### config.mk
export PLATFORM = sky130hd
export DESIGN_NAME = pipe_hazard_unit
export DESIGN_NICKNAME = d
export VERILOG_FILES = /design/src/rtl/hz_pkg.sv /design/src/rtl/hz_decode.sv /design/src/rtl/hz_track.sv /design/src/rtl/hz_fwd_pick.sv /design/src/rtl/pipe_hazard_unit.sv
export SDC_FILE = /design/constraint.sdc
export NUM_CORES = 1
export LEC_CHECK = 0
export BUFFER_PORTS_ARGS = -buffer_cell sky130_fd_sc_hd__buf_2
export CAP_MARGIN = 20
export CORE_MARGIN = 4
export CORE_UTILIZATION = 35
export DETAILED_ROUTE_END_ITERATION = 12
export GPL_ROUTABILITY_DRIVEN = 0
export PLACE_DENSITY_LB_ADDON = 0.3
export SYNTH_ARGS = -nofsm -noshare
export SYNTH_HDL_FRONTEND = slang
export SYNTH_SLANG_ARGS = --single-unit
### constraint.sdc
create_clock -name clk -period 4 [get_ports clk]
set_input_delay 0.4 -clock clk [delete_from_list [all_inputs] [get_ports clk]]
set_output_delay 0.4 -clock clk [all_outputs]
set_load 0.01 [all_outputs]
### src/rtl/hz_pkg.sv
package hz_pkg;
  localparam int RIDX_W  = 5;
  localparam int INSTR_W = 32;

  localparam logic [6:0] OPC_LUI   = 7'b0110111;
  localparam logic [6:0] OPC_AUIPC = 7'b0010111;
  localparam logic [6:0] OPC_JAL   = 7'b1101111;
  localparam logic [6:0] OPC_JALR  = 7'b1100111;
  localparam logic [6:0] OPC_BR    = 7'b1100011;
  localparam logic [6:0] OPC_LD    = 7'b0000011;
  localparam logic [6:0] OPC_ST    = 7'b0100011;
  localparam logic [6:0] OPC_OPI   = 7'b0010011;
  localparam logic [6:0] OPC_OP    = 7'b0110011;

  typedef enum logic [1:0] {
    SRC_RF  = 2'b00,
    SRC_MEM = 2'b01,
    SRC_WB  = 2'b10
  } src_sel_e;

  typedef struct packed {
    logic [RIDX_W-1:0] rs1;
    logic [RIDX_W-1:0] rs2;
    logic [RIDX_W-1:0] rd;
    logic              use1;
    logic              use2;
    logic              wr;
    logic              ld;
  } hz_slot_t;
endpackage

### src/rtl/hz_decode.sv
module hz_decode
  import hz_pkg::*;
(
  input  logic [INSTR_W-1:0] instr,
  input  logic               valid,
  output hz_slot_t           slot
);
  logic [6:0] opc;
  logic u1, u2, w, l;

  assign opc = instr[6:0];

  always_comb begin
    u1 = 1'b0; u2 = 1'b0; w = 1'b0; l = 1'b0;
    unique case (opc)
      OPC_LUI, OPC_AUIPC, OPC_JAL: w = 1'b1;
      OPC_JALR, OPC_OPI:           begin u1 = 1'b1; w = 1'b1; end
      OPC_LD:                      begin u1 = 1'b1; w = 1'b1; l = 1'b1; end
      OPC_ST, OPC_BR:              begin u1 = 1'b1; u2 = 1'b1; end
      OPC_OP:                      begin u1 = 1'b1; u2 = 1'b1; w = 1'b1; end
      default: ;
    endcase
  end

  assign slot.rs1  = instr[19:15];
  assign slot.rs2  = instr[24:20];
  assign slot.rd   = instr[11:7];
  assign slot.use1 = valid & u1;
  assign slot.use2 = valid & u2;
  assign slot.wr   = valid & w;
  assign slot.ld   = valid & l;
endmodule

### src/rtl/hz_track.sv
module hz_track
  import hz_pkg::*;
(
  input  logic     clk,
  input  logic     rst_n,
  input  hz_slot_t id_slot,
  input  logic     squash,
  output hz_slot_t ex_slot,
  output hz_slot_t mem_slot,
  output hz_slot_t wb_slot
);
  localparam int DEPTH = 3;
  hz_slot_t stg [DEPTH];

  always_ff @(posedge clk or negedge rst_n) begin
    if (!rst_n) begin
      for (int i = 0; i < DEPTH; i++) stg[i] <= '0;
    end else begin
      stg[0] <= squash ? hz_slot_t'('0) : id_slot;
      for (int i = 1; i < DEPTH; i++) stg[i] <= stg[i-1];
    end
  end

  assign ex_slot  = stg[0];
  assign mem_slot = stg[1];
  assign wb_slot  = stg[2];
endmodule

### src/rtl/hz_fwd_pick.sv
module hz_fwd_pick
  import hz_pkg::*;
(
  input  logic              clk,
  input  logic              rst_n,
  input  logic [RIDX_W-1:0] src,
  input  logic              used,
  input  hz_slot_t          mem_slot,
  input  hz_slot_t          wb_slot,
  output logic [1:0]        sel
);
  logic hit_mem, hit_wb, live;

  assign live    = used && (src != '0);
  assign hit_mem = live && mem_slot.wr && (mem_slot.rd == src);
  assign hit_wb  = live && wb_slot.wr  && (wb_slot.rd  == src);

  always_comb begin
    if (hit_mem)     sel = SRC_MEM;
    else if (hit_wb) sel = SRC_WB;
    else             sel = SRC_RF;
  end

  // the zero register is never taken from a later stage
  a_r5_zero_from_rf: assert property (@(posedge clk) disable iff (!rst_n)
    (src == '0) |-> (sel == SRC_RF));
  // only three legal source codes
  a_r2_code_legal: assert property (@(posedge clk) disable iff (!rst_n)
    sel != 2'b11);
  // a non-writing MEM stage never supplies data
  a_r4_mem_needs_wr: assert property (@(posedge clk) disable iff (!rst_n)
    (sel == SRC_MEM) |-> mem_slot.wr);
endmodule

### src/rtl/pipe_hazard_unit.sv
module pipe_hazard_unit
  import hz_pkg::*;
(
  input  logic               clk,
  input  logic               rst_n,
  input  logic [INSTR_W-1:0] id_instr,
  input  logic               id_valid,
  input  logic               ex_redirect,
  output logic [1:0]         fwd_rs1_sel,
  output logic [1:0]         fwd_rs2_sel,
  output logic               freeze,
  output logic               flush_ifid,
  output logic               bubble_idex
);
  localparam int NOPS = 2;

  hz_slot_t id_slot, ex_slot, mem_slot, wb_slot;
  logic [1:0] sel [NOPS];
  logic load_rd_live, dep1, dep2;

  hz_decode u_dec (.instr(id_instr), .valid(id_valid), .slot(id_slot));

  hz_track u_trk (
    .clk(clk), .rst_n(rst_n), .id_slot(id_slot), .squash(bubble_idex),
    .ex_slot(ex_slot), .mem_slot(mem_slot), .wb_slot(wb_slot)
  );

  for (genvar g = 0; g < NOPS; g++) begin : g_opnd
    hz_fwd_pick u_pick (
      .clk(clk), .rst_n(rst_n),
      .src     (g == 0 ? ex_slot.rs1  : ex_slot.rs2),
      .used    (g == 0 ? ex_slot.use1 : ex_slot.use2),
      .mem_slot(mem_slot), .wb_slot(wb_slot),
      .sel     (sel[g])
    );
  end

  assign fwd_rs1_sel = sel[0];
  assign fwd_rs2_sel = sel[1];

  assign load_rd_live = ex_slot.ld && ex_slot.wr && (ex_slot.rd != '0);
  assign dep1 = id_slot.use1 && (id_slot.rs1 == ex_slot.rd);
  assign dep2 = id_slot.use2 && (id_slot.rs2 == ex_slot.rd);

  assign freeze      = load_rd_live && (dep1 || dep2);
  assign flush_ifid  = ex_redirect;
  assign bubble_idex = freeze || ex_redirect;

  // the cycle after a freeze EX holds a bubble
  a_r6_freeze_bubble: assert property (@(posedge clk) disable iff (!rst_n)
    freeze |=> (fwd_rs1_sel == SRC_RF && fwd_rs2_sel == SRC_RF && !freeze));
  // the squashed ID word never shows up in EX
  a_r9_redirect_squash: assert property (@(posedge clk) disable iff (!rst_n)
    ex_redirect |=> (fwd_rs1_sel == SRC_RF && fwd_rs2_sel == SRC_RF && !freeze));
  // a redirect (control op in EX) never meets a load freeze
  a_r9_no_freeze_redirect: assert property (@(posedge clk) disable iff (!rst_n)
    ex_redirect |-> !freeze);
endmodule

* Yosys cells after proc, flatten, opt, wreduce, memory -nomap -nowiden *
Index checks and enable logic that the tools add are counted.

operators by class
  equal/unequal tests = 15
  muxes and demuxes = 9
  bitwise logic cells = 4
  reduce and logical (&&, ||, !) cells = 23

operators with widths
  cell                  count
  $eq A5 B5 Y1          6
  $eq A7 B6 Y1 const B  3
  $eq A7 B7 Y1 const B  3
  $mux W19              1
  $logic_and A1 B1 Y1   15
  $reduce_bool A5 Y1    3
  $eq A7 B5 Y1 const B  2
  $mux W2               4
  $eq A7 B2 Y1 const B  1
  $reduce_or A7 Y1      1
  $reduce_or A6 Y1      1
  $and A1 B1 Y1         4
  $mux W1               4
  $reduce_or A3 Y1      1
  $logic_or A1 B1 Y1    2

word-level totals
  register bits = 31
  input bits = 36

* Depth between registers and ports, before layout *
  depth in word-level cells = 9
  gate-level depth with buffers = 6
  mapped depth without buffers = 5

* Modules after synthesis *
A second synthesis with hierarchy kept.

unflattened totals
  cell total of the unflattened synthesis = 163
  area, all modules = 2227.1 µm²

modules (own cells, without submodules)
  module            instances  cells an instance  area an instance (µm²)  seq. area each (µm²)
  hz_track          1          77                 1562.7                  1426.4
  hz_fwd_pick       2          19                 152.6                   0.0
  hz_decode         1          29                 205.2                   0.0
  pipe_hazard_unit  1          19                 153.9                   0.0

* Worst setup path after synthesis *
Ideal clock, no wire load.

  kind = flip-flop to output port
  start point = reg u_trk.stg (netlist bit u_trk.ex_slot[5])
  end point = out bubble_idex
  data arrival time = 1.614 ns
  setup slack = 1.986 ns
  stages on the path, launching flop included = 7
  path buffers = 1
  path through = dfrtp_1 or4_1 o2111ai_1 or4_1 a21oi_2 buf_6 or2_1

on the way
  word-level cells in the longest chain between the ends = 5
  elaborated cells on any way between the ends = 9

RTL lines
  item                                           RTL line                                        RTL
  from (decl)                                    hz_track.sv:13                                  hz_slot_t stg [DEPTH];
  $eq A5 B5 Y1, on equally long branches         pipe_hazard_unit.sv:42, pipe_hazard_unit.sv:43
  $logic_and A1 B1 Y1, on equally long branches  pipe_hazard_unit.sv:42, pipe_hazard_unit.sv:43
  $logic_or A1 B1 Y1                             pipe_hazard_unit.sv:45                          assign freeze = load_rd_live && (dep1 || dep2);
  $logic_and A1 B1 Y1 *                          pipe_hazard_unit.sv:45
  $logic_or A1 B1 Y1 *                           pipe_hazard_unit.sv:47                          assign bubble_idex = freeze || ex_redirect;
  to (decl)                                      pipe_hazard_unit.sv:13                          output logic bubble_idex

Mark *: on every way between the ends. The rest lies on a longest branch, timed or not.

* Final worst setup path *
  start point = reg u_trk.stg (netlist bit u_trk.ex_slot[6])
  end point = out bubble_idex

The elaborated chain is that of the path after synthesis.

==> run metrics <==
top cell type's share of synthesized area=53.08%; leading area contributor after synthesis=dfrtp_1; M1 WL=1458 µm; DIE AREA=0.005273 mm²; worst setup path end=bubble_idex; syn avg cell area=11.42 µm²; Vias=1,072; Max Used Layer=met4; reg2reg path depth=6; post_cts resized=0; Reg2Reg Launch Point=u_trk.ex_slot[6]; largest cells by area after synthesis=dfrtp_1 53%, xnor2_1 9.6%, xor2_1 8.4%; top post-synthesis cells by count=31 x dfrtp_1, 16 x xnor2_1, 15 x nor3b_1; total design power=0.7288 mW; PD cells=414.9 mW/mm²; Final WS setup=1.227 ns; initial antenna violation count=0; Distinct cells, synth=25; Worst IR Drop VDD=0.2170 mV; Final ANT Viol Nets=0; clk_skew=0.005207 ns; drt pass-1 iters=4; number of port buffers=32; pins over their slew limit=0; # IOs=43; # rows=23; Routed WL per cell=15.00 µm; flip-flop and latch count after synthesis=31; RSZ-0062 raised after global routing=no; core footprint=0.004029 mm²; worst hold slack=0.1571 ns; met2 wire len=1498 µm; CP Class=flip-flop to primary output; crit path launch type=flip-flop; Post-Syn Nets=164; Congestion Overflow GR=0; DIE WIDTH=72.62 µm; HP Class=primary input to asynchronous set/reset pin; largest net degree at the start of global routing=32; Worst setup EP type=primary output; WP data arrival=2.37 ns; CTS max path bufs=2; initial core utilization=36.27%; async set-reset flop share out of synthesis=100.0%; layout cells sized above 1=26.54%; Final Cell Area=0.001757 mm²; min Tclk post-route=2.773 ns; Root Buffer=clkbuf_8; post-synthesis instance total=128; Post-synth EDFFs=0; reg-to-reg setup timing slack=1.94 ns; number of setup violations in the final report=0; Routed met3 length=198 µm; reg2reg end=u_trk.ex_slot[11]; first-pass GRT wire length=5375 µm; CTS Sinks=31; H-tree depth=2; sequential-to-total area share from yosys stat=53.08%; Worst Tran Pin Value=0.6821 ns; fin nets=197; post-route core utilization=43.60%; P_leak=0.7991 nW; DRC=0; post-DP HPWL=2440 µm; Fin. Hold Viols=0; slowest stage delay, CP=0.47 ns; Fillers=399; number of diodes=0; DP Area=0.001639 mm²; max_cap viols=0; critical path required time=3.60 ns; Final period util=69.33%; placed cells=204; slowest cell on the critical path=a21oi_2; synth warn=0; crit path cell chain=or4_1 > o2111ai_1 > or4_1 > a21oi_2 > buf_4 > or2_1 > buf_2; area delta synth->final=20.21%; most frequent cell after synthesis=dfrtp_1; Routed WL=3181 µm; status=finished clean; max frequency=360.6 MHz; CTS buffer count=5; # hold bufs at CTS=0; die height=72.62 µm; post-CTS setup buffer count=0; GRT Util Overall=13.61%; Non-Filler Instances=212; Post-Synthesis Cell Area=0.001461 mm²; CP most frequent cell=or4_1; Setup TNS=0 ns; Crit Path Max Fanout=13; Setup crit start=u_trk.ex_slot[6]; Max-slew headroom=54.53%; CTS tree=yes; initial drt markers=24; vias in the first global route=1,155; clk slew on worst S/H paths=0.07 ns; Via density=5.057; clk_lat worst skew=0.28 ns; dominant synthesized flop cell=dfrtp_1; pre-CTS setup slack=1.310 ns
[routing by layer]
layer,GRT usage (%),vias to the layer above
met3,5.510,3
met5,0,-
li1,-,511
met1,18.31,521
met2,19.94,37
met4,4.508,0
[how the worst min path moves through the flow]
| stage | start | endpoint | slack, ns | cells past startpoint |
|---|---|---|---|---|
| 2_1_floorplan | rst_n | u_trk.ex_slot[0] | 0.10 | 0 |
| 3_3_place_gp | u_trk.ex_slot[1] | u_trk.mem_slot[1] | 0.39 | 0 |
| 3_5_place_dp | u_trk.ex_slot[1] | u_trk.mem_slot[1] | 0.39 | 0 |
| 4_1_cts | rst_n | u_trk.mem_slot[8] | 0.17 | 1 |
| 5_1_grt | rst_n | u_trk.wb_slot[7] | 0.20 | 1 |
| 6_report | rst_n | u_trk.wb_slot[4] | 0.16 | 1 |
[cells by family (layout without fill, tap and decap cells)]
family | after synthesis | in the layout | synth area share (%)
simple gates | 52 | 52 | 21.32
flops | 31 | 31 | 53.08
xor+xnor | 30 | 30 | 17.98
compound gates | 8 | 8 | 4.024
buf+inv | 7 | 41 | 3.596
[power by group]
group	leakage, nW	switching, mW	total (mW)	internal, mW
registers	0.406	0.0154	0.342	0.327
clock network	0.0612	0.114	0.315	0.201
logic	0.332	0.0348	0.0713	0.0365
[state kept, by name, summed over array words and instances, names as in the netlist]
signal	count
u_trk.wb_slot	6
u_trk.ex_slot	19
u_trk.mem_slot	6
[critical path: cells and delay by family (launching register included)]
family          cells  cell delay (ns)
simple gates        3             0.71
flops               1             0.43
buf+inv             2             0.40
compound gates      2             0.56
[final cells by class]
| cell class | instances | area (µm²) | area share, % |
|---|---|---|---|
| clock buffers | 6 | 82.58 | 4.701 |
| multi-input cells | 90 | 633.1 | 36.04 |
| flip-flops and latches | 31 | 775.7 | 44.16 |
| clock inverters | 2 | 35.03 | 1.994 |
| repair buffers | 33 | 167.7 | 9.544 |
| well taps | 50 | 62.56 | 3.561 |
[layout by cell type, fill, tap and decap left out, drive strengths merged, types with 2 or more instances in the layout]
| master | n |
|---|---|
| xnor2 | 16 |
| nor4 | 3 |
| xor2 | 14 |
| nand2 | 5 |
| nand3 | 4 |
| o21ai | 2 |
| buf | 33 |
| or4 | 4 |
| clkbuf | 6 |
| dfrtp | 31 |
| a21oi | 2 |
| nor2 | 5 |
| nor3 | 9 |
| nor3b | 15 |
| nand4 | 3 |
Note: power is estimated with default switching activity, not from simulation.
